--- config.mk ---
export PLATFORM = sky130hd
export DESIGN_NAME = lcd_boot_seq
export DESIGN_NICKNAME = d
export VERILOG_FILES = /design/src/rtl/lcd_boot_seq.sv
export SDC_FILE = /design/constraint.sdc
export NUM_CORES = 1
export LEC_CHECK = 0
export CORE_MARGIN = 2
export CORE_UTILIZATION = 52
export CTS_BUF_LIST = sky130_fd_sc_hd__clkbuf_8
export DETAILED_ROUTE_END_ITERATION = 6
export PLACE_DENSITY_LB_ADDON = 0.1
export SYNTH_ARGS = -nofsm -noshare
export SYNTH_HDL_FRONTEND = slang
export SYNTH_SLANG_ARGS = --single-unit
--- constraint.sdc ---
create_clock -name clk -period 2.65 [get_ports clk]
set_input_delay 0.53 -clock clk [delete_from_list [all_inputs] [get_ports clk]]
set_output_delay 0.53 -clock clk [all_outputs]
set_load 0.01 [all_outputs]
--- src/rtl/lcd_boot_seq.sv ---
module lcd_boot_seq #(
  parameter int CMD_WAIT    = 2500,
  parameter int SETTLE_WAIT = 10_000_000,
  parameter int CLEAR_WAIT  = 100_000,
  parameter logic [6:0] DEV_ADDR = 7'h3E
) (
  input  logic       clk,
  input  logic       rst,
  input  logic       volt5_sel,
  input  logic       wr_ack,
  input  logic       wr_nack,
  output logic       wr_req,
  output logic [7:0] wr_data,
  output logic       wr_start,
  output logic       wr_stop,
  output logic       done,
  output logic       err
);
  localparam int LONG1   = (CMD_WAIT > SETTLE_WAIT) ? CMD_WAIT : SETTLE_WAIT;
  localparam int LONGEST = (LONG1 > CLEAR_WAIT) ? LONG1 : CLEAR_WAIT;
  localparam int CW      = $clog2(LONGEST + 1);
  localparam logic [2:0] LAST_IDX   = 3'd7;
  localparam logic [2:0] FOLLOW_IDX = 3'd5;

  typedef enum logic [2:0] {ST_BOOT, ST_SEND, ST_GAP, ST_DONE, ST_ERR} st_t;

  st_t st;
  logic [2:0] idx;
  logic [1:0] ph;
  logic [CW-1:0] cnt;
  logic v5_q;
  logic [7:0] cmd;
  logic [CW-1:0] gap_len;

  always_comb begin
    case (idx)
      3'd0: cmd = 8'h38;
      3'd1: cmd = 8'h39;
      3'd2: cmd = 8'h14;
      3'd3: cmd = v5_q ? 8'h79 : 8'h74;
      3'd4: cmd = v5_q ? 8'h50 : 8'h54;
      3'd5: cmd = v5_q ? 8'h6C : 8'h6F;
      3'd6: cmd = 8'h0C;
      default: cmd = 8'h01;
    endcase
  end

  always_comb begin
    if (idx == FOLLOW_IDX)    gap_len = CW'(SETTLE_WAIT - 1);
    else if (idx == LAST_IDX) gap_len = CW'(CLEAR_WAIT - 1);
    else                      gap_len = CW'(CMD_WAIT - 1);
  end

  always_ff @(posedge clk) begin
    if (rst) begin
      st   <= ST_BOOT;
      idx  <= '0;
      ph   <= '0;
      cnt  <= '0;
      v5_q <= volt5_sel;
    end else begin
      case (st)
        ST_BOOT: st <= ST_SEND;
        ST_SEND: if (wr_ack) begin
          if (wr_nack) st <= ST_ERR;
          else if (ph == 2'd2) begin
            ph  <= '0;
            cnt <= gap_len;
            st  <= ST_GAP;
          end else ph <= ph + 2'd1;
        end
        ST_GAP: if (cnt == '0) begin
          if (idx == LAST_IDX) st <= ST_DONE;
          else begin
            idx <= idx + 3'd1;
            st  <= ST_SEND;
          end
        end else cnt <= cnt - 1'b1;
        default: ;
      endcase
    end
  end

  assign wr_req   = (st == ST_SEND);
  assign wr_start = (ph == 2'd0);
  assign wr_stop  = (ph == 2'd2);
  assign wr_data  = (ph == 2'd0) ? {DEV_ADDR, 1'b0} : (ph == 2'd1) ? 8'h00 : cmd;
  assign done     = (st == ST_DONE);
  assign err      = (st == ST_ERR);

  assert_quiet_in_reset_R1: assert property (@(posedge clk)
    rst |=> !wr_req && !done && !err);

  assert_hold_until_ack_R3: assert property (@(posedge clk) disable iff (rst)
    wr_req && !wr_ack |=> wr_req && $stable(wr_data) && $stable(wr_start) && $stable(wr_stop));

  assert_done_sticky_R10: assert property (@(posedge clk) disable iff (rst)
    done |=> done && !wr_req);

  assert_nack_stops_R11: assert property (@(posedge clk) disable iff (rst)
    wr_req && wr_ack && wr_nack |=> err && !wr_req);

  assert_err_sticky_R11: assert property (@(posedge clk) disable iff (rst)
    err |=> err && !done);

  assert_exclusive_outputs_R10: assert property (@(posedge clk) disable iff (rst)
    $onehot0({wr_req, done, err}));
endmodule

---- Word level (Yosys, flattened, before mapping) ----
Index checks and enable logic that the tools add are counted.
Widths: inputs -> output; s select.
cells by class
  add/subtract/negate cells ............... 3
  mux-type cells .......................... 20
  equal/unequal tests ..................... 19
  reduce and logical (&&, ||, !) cells .... 10
  bitwise logic cells ..................... 2
operators with widths
  cell                   count
  $mux 24                5
  $pmux 7 s7             1
  $pmux 24 s2            1
  $logic_not 24->1       1
  $sub 24x1->24 const B  1
  $mux 17                1
  $mux 8                 2
  $eq 3x3->1 const B     5
  $mux 3                 5
  $eq 3x2->1 const B     4
  $pmux 3 s3             1
  $ne 2x2->1 const B     4
  $eq 3x1->1 const B     2
  $logic_not 3->1        2
  $mux 2                 3
  $reduce_and 3->1       2
  $reduce_and 5->1       1
  $mux 4                 1
  $reduce_and 4->1       1
  $add 3x1->3 const B    1
  $ne 3x2->1 const B     1
  $reduce_bool 3->1      1
  $add 2x1->2 const B    1
  $eq 2x1->1 const B     1
  5 further kinds        6
storage, ports and cells
  flip-flop bits (word level) ............. 33
  bits of input ports ..................... 5
  logic and storage cells ................. 59

---- Longest topological paths before layout ----
Gate-level depths: netlist of run 1.
  depth after elaboration ................. 7
  depth in mapped cells ................... 8
  gate-level depth less buffers ........... 7

---- Least setup slack after synthesis of run 1 ----
Ideal clock, no wire load.
  path kind ............................... reg2reg
  from .................................... reg st[2]
  to ...................................... reg cnt[11]
  path buffers ............................ 3
  clock period less this slack ............ 2200 ps
  stages on the path, launching flop included .. 8
  data required time ...................... 2533 ps
  slack ................................... 450 ps
  arrival ................................. 2083 ps
  cell sequence ........................... dfxtp_1 clkbuf_1 nor3b_1 and4_1 clkbuf_1 clkbuf_1 o21ai_0 a32o_1
between the ends
  word-level cells in the longest chain between the ends .. 3
  elaborated cells on any way between the ends .. 9
  those cells by class .................... 6 x eq/ne; 1 x mux; 2 x reduce/logical
ends and longest elaborated chain
  item                                          RTL line  RTL
  start: declaration                            27        st_t st;
  start signal: assignment                      56        st <= ST_BOOT;
  start signal: assignment                      63        ST_BOOT: st <= ST_SEND;
  start signal: assignment                      65        if (wr_nack) st <= ST_ERR;
  $eq 3x1->1 *                                  -
  net wr_req                                    12        output logic wr_req,
  $ne 2x1->1 (no line) (tied with other cells)  -
  $reduce_and 5->1 (no line)                    -
  end signal: assignment                        68        cnt <= gap_len;
  end signal: assignment                        78        end else cnt <= cnt - 1'b1;
  end: declaration                              30        logic [CW-1:0] cnt;
Mark *: on every way through the listed nets, which the timed path passes. The rest lies on a longest branch.
A chain may end at the register's enable or synchronous reset.

---- Final worst setup path of run 1 ----
  from .................................... reg idx[0]
  to ...................................... out wr_data[0]
between the ends
  word-level cells in the longest chain between the ends .. 4
  elaborated cells on any way between the ends .. 10
  those cells by class .................... 6 x eq/ne; 3 x mux; 1 x reduce/logical
ends and longest elaborated chain
  item                                RTL line  RTL
  start: declaration                  28        logic [2:0] idx;
  start signal: assignment            75        idx <= idx + 3'd1;
  $eq 3x3->1 (tied with other cells)  36        case (idx)
  $pmux 7 s7 *                        36
  $mux 8 * (2 in series)              87        assign wr_data = (ph == 2'd0) ? {DEV_ADDR, 1'b0} : (ph == 2'd1) ? 8'h00 : cmd;
  end: declaration                    13        output logic [7:0] wr_data,
Every way passes the cells marked *; elsewhere a longest branch is shown, timed or not.

==> qor.txt, run 1 <==
Outcome - completed
Fin nets - 337
M2 GR Usage - 40.5%
ANT cells - 0
Critical Path RT - 2.12 ns
Core ar. - 4320 um^2
Buf/Inv on CP - 2
Worst hold path depth - 2
Routability cong. - 0.895
First-pass GRT wire length - 10700 um
Maximum VDD drop - 0.804 mV
Synth Area in Adders - 4.31%
Die H - 70.8 um
Hold EP - cnt[21]
Number of global-route vias before repair - 2201
Worst path top cell family by delay - buffers and inverters
# fillers - 399
Area delta synth->final - 19.2%
HP Class - reg -> reg
Top-count cell post-synth - dfxtp_1
Fin Setup TNS - 0 ns
# placed instances - 369
Clock power share - 11.0%
CTS tree - done
Main combinational cell family by area after synthesis - simple AND/OR/NAND/NOR gates
Finished Core Util - 64.0%
Placed Area - 2630 um^2
Slew headroom - 59.5%
Sequential fraction of the synthesis area - 28.9%
Gr ovfl total - 0
Worst Hold Launch - cnt[21]
P_leak - 1.02 nW
Clk_lat worst skew - 0.30 ns
Via Count - 2444
Post-layout min period - 2.52 ns
WP data arrival - 1.99 ns
Final setup vio count - 0
H-tree depth - 2
Layout cells sized above 1 - 15.7%
Pre-antenna DRT Iters - 5
Post-Synth Simple-Gate Area - 28.4%
Multiplexer share of the synthesized area - 4.42%
CTS max path bufs - 2
P_int - 0.00198 W
Antenna-violating nets left - 0
Pin count of the biggest net entering global routing - 18
Reg-to-Reg End - idx[2]
Synth cell count leaders - 32 x dfxtp_1, 26 x nor2_1, 19 x nor3_1
Share of the synthesized area in the top cell type - 27.6%
GRT met1 Usage - 36.3%
GRT Total Usage - 26.5%
Share of power burned in registers - 21.6%
GRT busiest layer - met2
Synth Flop Type - dfxtp_1
Synth area leader - dfxtp_1
Comb power frac - 67.4%
Yosys cell types - 58
Mapped Area - 2320 um^2
Vias per cell - 6.48
Max Clk Rate - 397 MHz
FP Rows - 24
Post-DP HPWL - 4470 um
Max cap viols - 0
Synthesis-stage register bit count - 33
Final Power - 0.00389 W
Worst path slowest cell - clkdlybuf4s50_1
Synth Net Count - 312
Crit path launch type - flip-flop
Worst-case reg-to-reg path depth - 6
Total die area - 5020 um^2
Drt total wl - 6320 um
Reg2Reg Setup Slack - 0.29 ns
Sw frac - 49.2%
Synthesized area per cell - 7.77 um^2
Clock Skew - 0.00876 ns
Cts hold-fix bufs - 0
Ys Warns - 0
Final Max Tran Viols - 0
DRT iter0 DRCs - 151
Switch Pwr - 0.00191 W
Drt drc - 0
EDFF count, synth - 1
Post-synthesis xor/xnor area fraction - 0.377%
Crit path cell chain - ha_1 > ha_2 > inv_1 > o31ai_1 > a21oi_1 > clkdlybuf4s50_1
Period utilisation layout - 94.9%
I/O Buffers - 16
Power density cells - 1410 nW/um^2
I/O pin count - 18
Slew @ Worst Pin - 0.602 ns
Syn Inst Count - 299
Area contributors post-synth - dfxtp_1 28%, ha_1 4.3%, nor2_1 4.2%, nor3_1 4.1%, a21oi_1 3.9%
Die X - 70.8 um
Clk slew on worst S/H paths - 0.07 ns
Final Hold Fails - 0
Initial Util - 53.7%
Final std cells w/o fill - 377
Fin area - 2770 um^2
Max stage delay on crit path - 0.48 ns
FFs w/ async S/R, synth - 0%
Initial antenna violation count - 0
Post-synthesis compound-gate area fraction - 27.0%
Clock Tree Root - clkbuf_8
Worst R2R Start - cnt[5]
WS Path Type - reg -> out
Met3 Usage GRT - 5.84%
Max Fanout on Critical Path - 5
CTS Buf Count - 5
CTS Sinks - 33
RSZ-0062 raised after global routing - false
Wire per inst - 16.8 um
Crit end category - output pin
state kept, by name, indices dropped and copies added, names as in the netlist:
| register | count |
|---|---|
| ph | 2 |
| st | 3 |
| idx | 3 |
| v5_q | 1 |
| cnt | 24 |
per-stage QoR:
stage                     setup slack [ns]  hold slack, ns
after floorplan                      0.450           0.447
after global placement               0.138           0.461
after detailed placement            0.0385           0.472
after CTS                           0.0231           0.482
after global routing               0.00177           0.497
final                                0.134           0.486
worst max-delay path by stage:
stage	from	end	slack, ns	depth (start not counted)
final	idx[0]	wr_data[0]	0.13	6
after detailed placement	idx[0]	wr_data[3]	0.04	5
after floorplan	st[2]	cnt[11]	0.45	7
after global placement	idx[0]	wr_data[3]	0.14	5
after global routing	idx[0]	wr_data[0]	0.002	6
after CTS	idx[0]	wr_data[3]	0.02	6
logic make-up (layout without fill, tap and decap cells):
family / after synthesis / count (layout)
flip-flops: 33 / 33
buffers and inverters: 36 / 62
multiplexers: 10 / 10
AO/OA/AOI/OAI: 89 / 89
adder cells (fa/ha/maj): 8 / 8
other: 1 / 1
XOR/XNOR: 1 / 1
AND/OR/NAND/NOR: 121 / 121
cell usage in the layout, fill, tap and decap left out, types with 7 or more instances in the layout:
cell type / synthesis / final
mux2i_1: 8 / 8
inv_1: 16 / 16
dfxtp_1: 32 / 30
clkbuf_8: 0 / 7
clkdlybuf4s50_1: 0 / 12
buf_4: 1 / 22
a21oi_1: 18 / 18
o21ai_0: 14 / 14
nor2_1: 26 / 26
o22ai_1: 7 / 7
nand2_1: 17 / 17
nor3_1: 19 / 19
nand3_1: 13 / 13
worst register-to-register path, delay by kind of cell (launching register included):
family	cells	cell delay, ns
mux	1	0.36
flops	1	0.36
buf+inv	1	0.19
simple gates	4	1.39
power by group through the flow:
stage / registers, W / clock network, W / logic (W)
final: 0.000842 / 0.000428 / 0.00262
after global routing: 0.000869 / 0.000454 / 0.00291
after CTS: 0.000835 / 0.000440 / 0.00259
after detailed placement: 0.000845 / 0 / 0.00258
after global placement: 0.000836 / 0 / 0.00255
after floorplan: 0.000787 / 0 / 0.00185
final cells by class:
cell class | count | area, um^2 | area share [%]
multi-input cells | 230 | 1540 | 55.5
flip-flops and latches | 33 | 673 | 24.3
repair buffers | 38 | 332 | 12.0
clock buffers | 7 | 96.3 | 3.48
well taps | 52 | 65.1 | 2.35
inverters | 16 | 60.1 | 2.17
clock inverters | 1 | 5.00 | 0.181
routing by layer:
layer,routed length (um),vias to the layer above,part of all wire (%)
met5,0,-,0
met4,80,0,1.3
met3,463,8,7.3
met2,2910,92,46
li1,-,1191,-
met1,2860,1153,45
repair_timing:
item                                    CTS  global route
endpoints found under the setup margin    3             5
pin swaps                                 1             1
resized for setup                         6             6
setup buffers                             0             0
Power figures use the tool's default switching activity.
==> run 2: changes to the inputs <==
--- a/config.mk
+++ b/config.mk
@@ -8,6 +8,7 @@
 export CORE_MARGIN = 2
 export CORE_UTILIZATION = 52
 export CTS_BUF_LIST = sky130_fd_sc_hd__clkbuf_8
+export CTS_CLUSTER_SIZE = 8
 export DETAILED_ROUTE_END_ITERATION = 6
 export PLACE_DENSITY_LB_ADDON = 0.1
 export SYNTH_ARGS = -nofsm -noshare
==> results of run 2 <==
The final DEF is identical to that of run 1; final timing and power are the same.
==> run 3: changes to the inputs <==
--- a/config.mk
+++ b/config.mk
@@ -5,12 +5,15 @@
 export SDC_FILE = /design/constraint.sdc
 export NUM_CORES = 1
 export LEC_CHECK = 0
+export ABC_AREA = 1
 export CORE_MARGIN = 2
 export CORE_UTILIZATION = 52
 export CTS_BUF_LIST = sky130_fd_sc_hd__clkbuf_8
 export CTS_CLUSTER_SIZE = 8
 export DETAILED_ROUTE_END_ITERATION = 6
 export PLACE_DENSITY_LB_ADDON = 0.1
+export SLEW_MARGIN = 20
 export SYNTH_ARGS = -nofsm -noshare
 export SYNTH_HDL_FRONTEND = slang
 export SYNTH_SLANG_ARGS = --single-unit
+export TNS_END_PERCENT = 20
==> qor.txt, run 3 <==
Outcome - completed
Synthesized area per cell - 6.35 um^2
ANT cells - 0
Worst path slowest cell - clkdlybuf4s50_1
Cts hold-fix bufs - 0
Post-DP HPWL - 4270 um
WS Path Type - reg -> out
Largest register by flop count - cnt
Pin count of the biggest net entering global routing - 28
Fin Setup TNS - 0 ns
WP data arrival - 2.00 ns
Worst-case reg-to-reg path depth - 9
FF+latch area - 674 um^2
Worst Hold Launch - cnt[1]
GRT Total Usage - 23.9%
Post-synthesis xor/xnor area fraction - 1.09%
CTS max path bufs - 2
Post-layout min period - 2.53 ns
Pre-antenna DRT Iters - 4
DRT iter0 DRCs - 150
Multi-input gate area - 1510 um^2
Antenna-violating nets left - 0
Placed Area - 2570 um^2
Routability cong. - 0.917
CTS tree - done
Reg2Reg Setup Slack - 0.71 ns
Mapped Area - 2400 um^2
Vias per cell - 5.32
Hold EP - cnt[1]
CTS Sinks - 33
Main combinational cell family by area after synthesis - simple AND/OR/NAND/NOR gates
Area contributors post-synth - dfxtp_1 27%, nor2_1 12%, nand2_1 10%, inv_1 6.7%, o21ai_0 5.0%
Layout cells sized above 1 - 13.1%
Via Count - 2383
Final hold slack - 0.507 ns
Most common cell after layout, fill and taps aside - nor2_1
Syn Inst Count - 379
P_leak - 1.21 nW
Worst R2R Start - cnt[0]
Period utilisation layout - 95.3%
Share of the synthesized area in the top cell type - 26.6%
Critical Path RT - 2.12 ns
Maximum VDD drop - 0.776 mV
Post-Synth Simple-Gate Area - 40.3%
FFs w/ async S/R, synth - 0%
Clk_lat worst skew - 0.28 ns
Slew @ Worst Pin - 0.593 ns
Crit path launch type - flip-flop
Regs by FF count - cnt (24), idx (3), st (3)
Clock Tree Root - clkbuf_8
Clk slew on worst S/H paths - 0.07 ns
Worst hold path depth - 2
Synth area leader - dfxtp_1
HP Class - reg -> reg
Max Fanout on Critical Path - 4
Max cap viols - 0
Max Clk Rate - 396 MHz
Finished Core Util - 60.8%
Drt drc - 0
Stages on the worst setup path - 8
Initial Util - 54.5%
# placed instances - 440
Crit path cell chain - inv_1 > ha_1 > nor2_1 > nor2_2 > a21oi_2 > buf_4 > a31oi_1 > clkdlybuf4s50_1
Post-synthesis compound-gate area fraction - 16.2%
Max reg flops - 24
Final setup vio count - 0
RSZ-0062 raised after global routing - false
Final Hold Fails - 0
Buf/Inv on CP - 3
Synth Net Count - 392
Worst path top cell family by delay - buffers and inverters
Final std cells w/o fill - 448
# fillers - 427
Wire per inst - 12.9 um
Yosys cell types - 36
Sequential fraction of the synthesis area - 27.9%
I/O pin count - 18
Crit end category - output pin
Top-count cell post-synth - nor2_1
Max stage delay on crit path - 0.56 ns
Synth Area in Adders - 4.16%
Total die area - 5180 um^2
Power density cells - 1330 nW/um^2
CTS Buf Count - 5
Final Max Tran Viols - 0
Gr ovfl total - 0
Core ar. - 4410 um^2
Fin nets - 409
H-tree depth - 2
Die H - 72.0 um
Slew headroom - 60.4%
First-pass GRT wire length - 9900 um
EDFF count, synth - 1
FP Rows - 24
Synthesis-stage register bit count - 33
Synth cell count leaders - 77 x nor2_1, 67 x nand2_1, 43 x inv_1
Initial antenna violation count - 0
Clock Skew - 0.00762 ns
Most frequent cells in the layout - 76 x nor2_1, 67 x nand2_1, 44 x inv_1
Die X - 72.0 um
Reg-to-Reg End - cnt[16]
Drt total wl - 5760 um
Ys Warns - 0
Area delta synth->final - 11.6%
I/O Buffers - 16
Synth Flop Type - dfxtp_1
Fin area - 2680 um^2
Multiplexer share of the synthesized area - 0%
Number of global-route vias before repair - 2211
-- run 3: cells by family after synthesis --
group,count (synthesis)
AO/OA/AOI/OAI,71
adder cells (fa/ha/maj),8
buffers and inverters,55
XOR/XNOR,3
flip-flops,33
AND/OR/NAND/NOR,208
other,1
-- run 3: report_power, final --
group | switching [W] | total, W | internal [W]
Combinational | 0.00159 | 0.00242 | 0.000838
Sequential | 0.000162 | 0.000803 | 0.000640
Clock | 0.000177 | 0.000351 | 0.000175
Total | 0.00192 | 0.00358 | 0.00165
-- run 3: metal layers --
metal  vias up  track usage [%]  part of all wire [%]
li1       1260                -                     -
met1      1075             32.1                    51
met2        40             38.6                    44
met3         8             4.72                   3.6
met4         0             7.97                   1.7
met5         -                0                     0
-- run 3: worst min-delay path, delay by kind of cell, from the launching register on --
kind,cells,cell delay [ns]
AO/OA/AOI/OAI,1,0.06
buffers and inverters,1,0.09
flip-flops,1,0.31
-- run 3: through the flow --
step / total power (W) / setup slack, ns
after global placement: 0.00313 / 0.274
after CTS: 0.00356 / 0.106
after global routing: 0.00402 / 0.0178
after floorplan: 0.00269 / 0.790
after detailed placement: 0.00316 / 0.229
final: 0.00358 / 0.123
-- run 3: what timing repair did --
item                                    CTS  global route
gates cloned                              0             0
resized for setup                         5             6
endpoints found under the setup margin    1             4
buffers inserted                          1             0
-- run 3: final cells by class --
class | instances | area share [%]
clock buffer | 5 | 2.57
tap | 52 | 2.43
timing repair buffer | 19 | 6.95
inverter | 46 | 6.44
sequential | 33 | 25.1
multi-input combinational | 291 | 56.2
clock inverter | 2 | 0.326
-- run 3: worst max-delay path by stage --
| stage | startpoint | endpoint | slack, ns |
|---|---|---|---|
| 3_5_place_dp | idx[0] | wr_data[0] | 0.23 |
| 2_1_floorplan | idx[0] | wr_data[0] | 0.79 |
| 3_3_place_gp | idx[0] | wr_data[0] | 0.27 |
| 6_report | idx[0] | wr_data[4] | 0.12 |
| 4_1_cts | idx[0] | wr_data[2] | 0.11 |
| 5_1_grt | idx[0] | wr_data[4] | 0.02 |
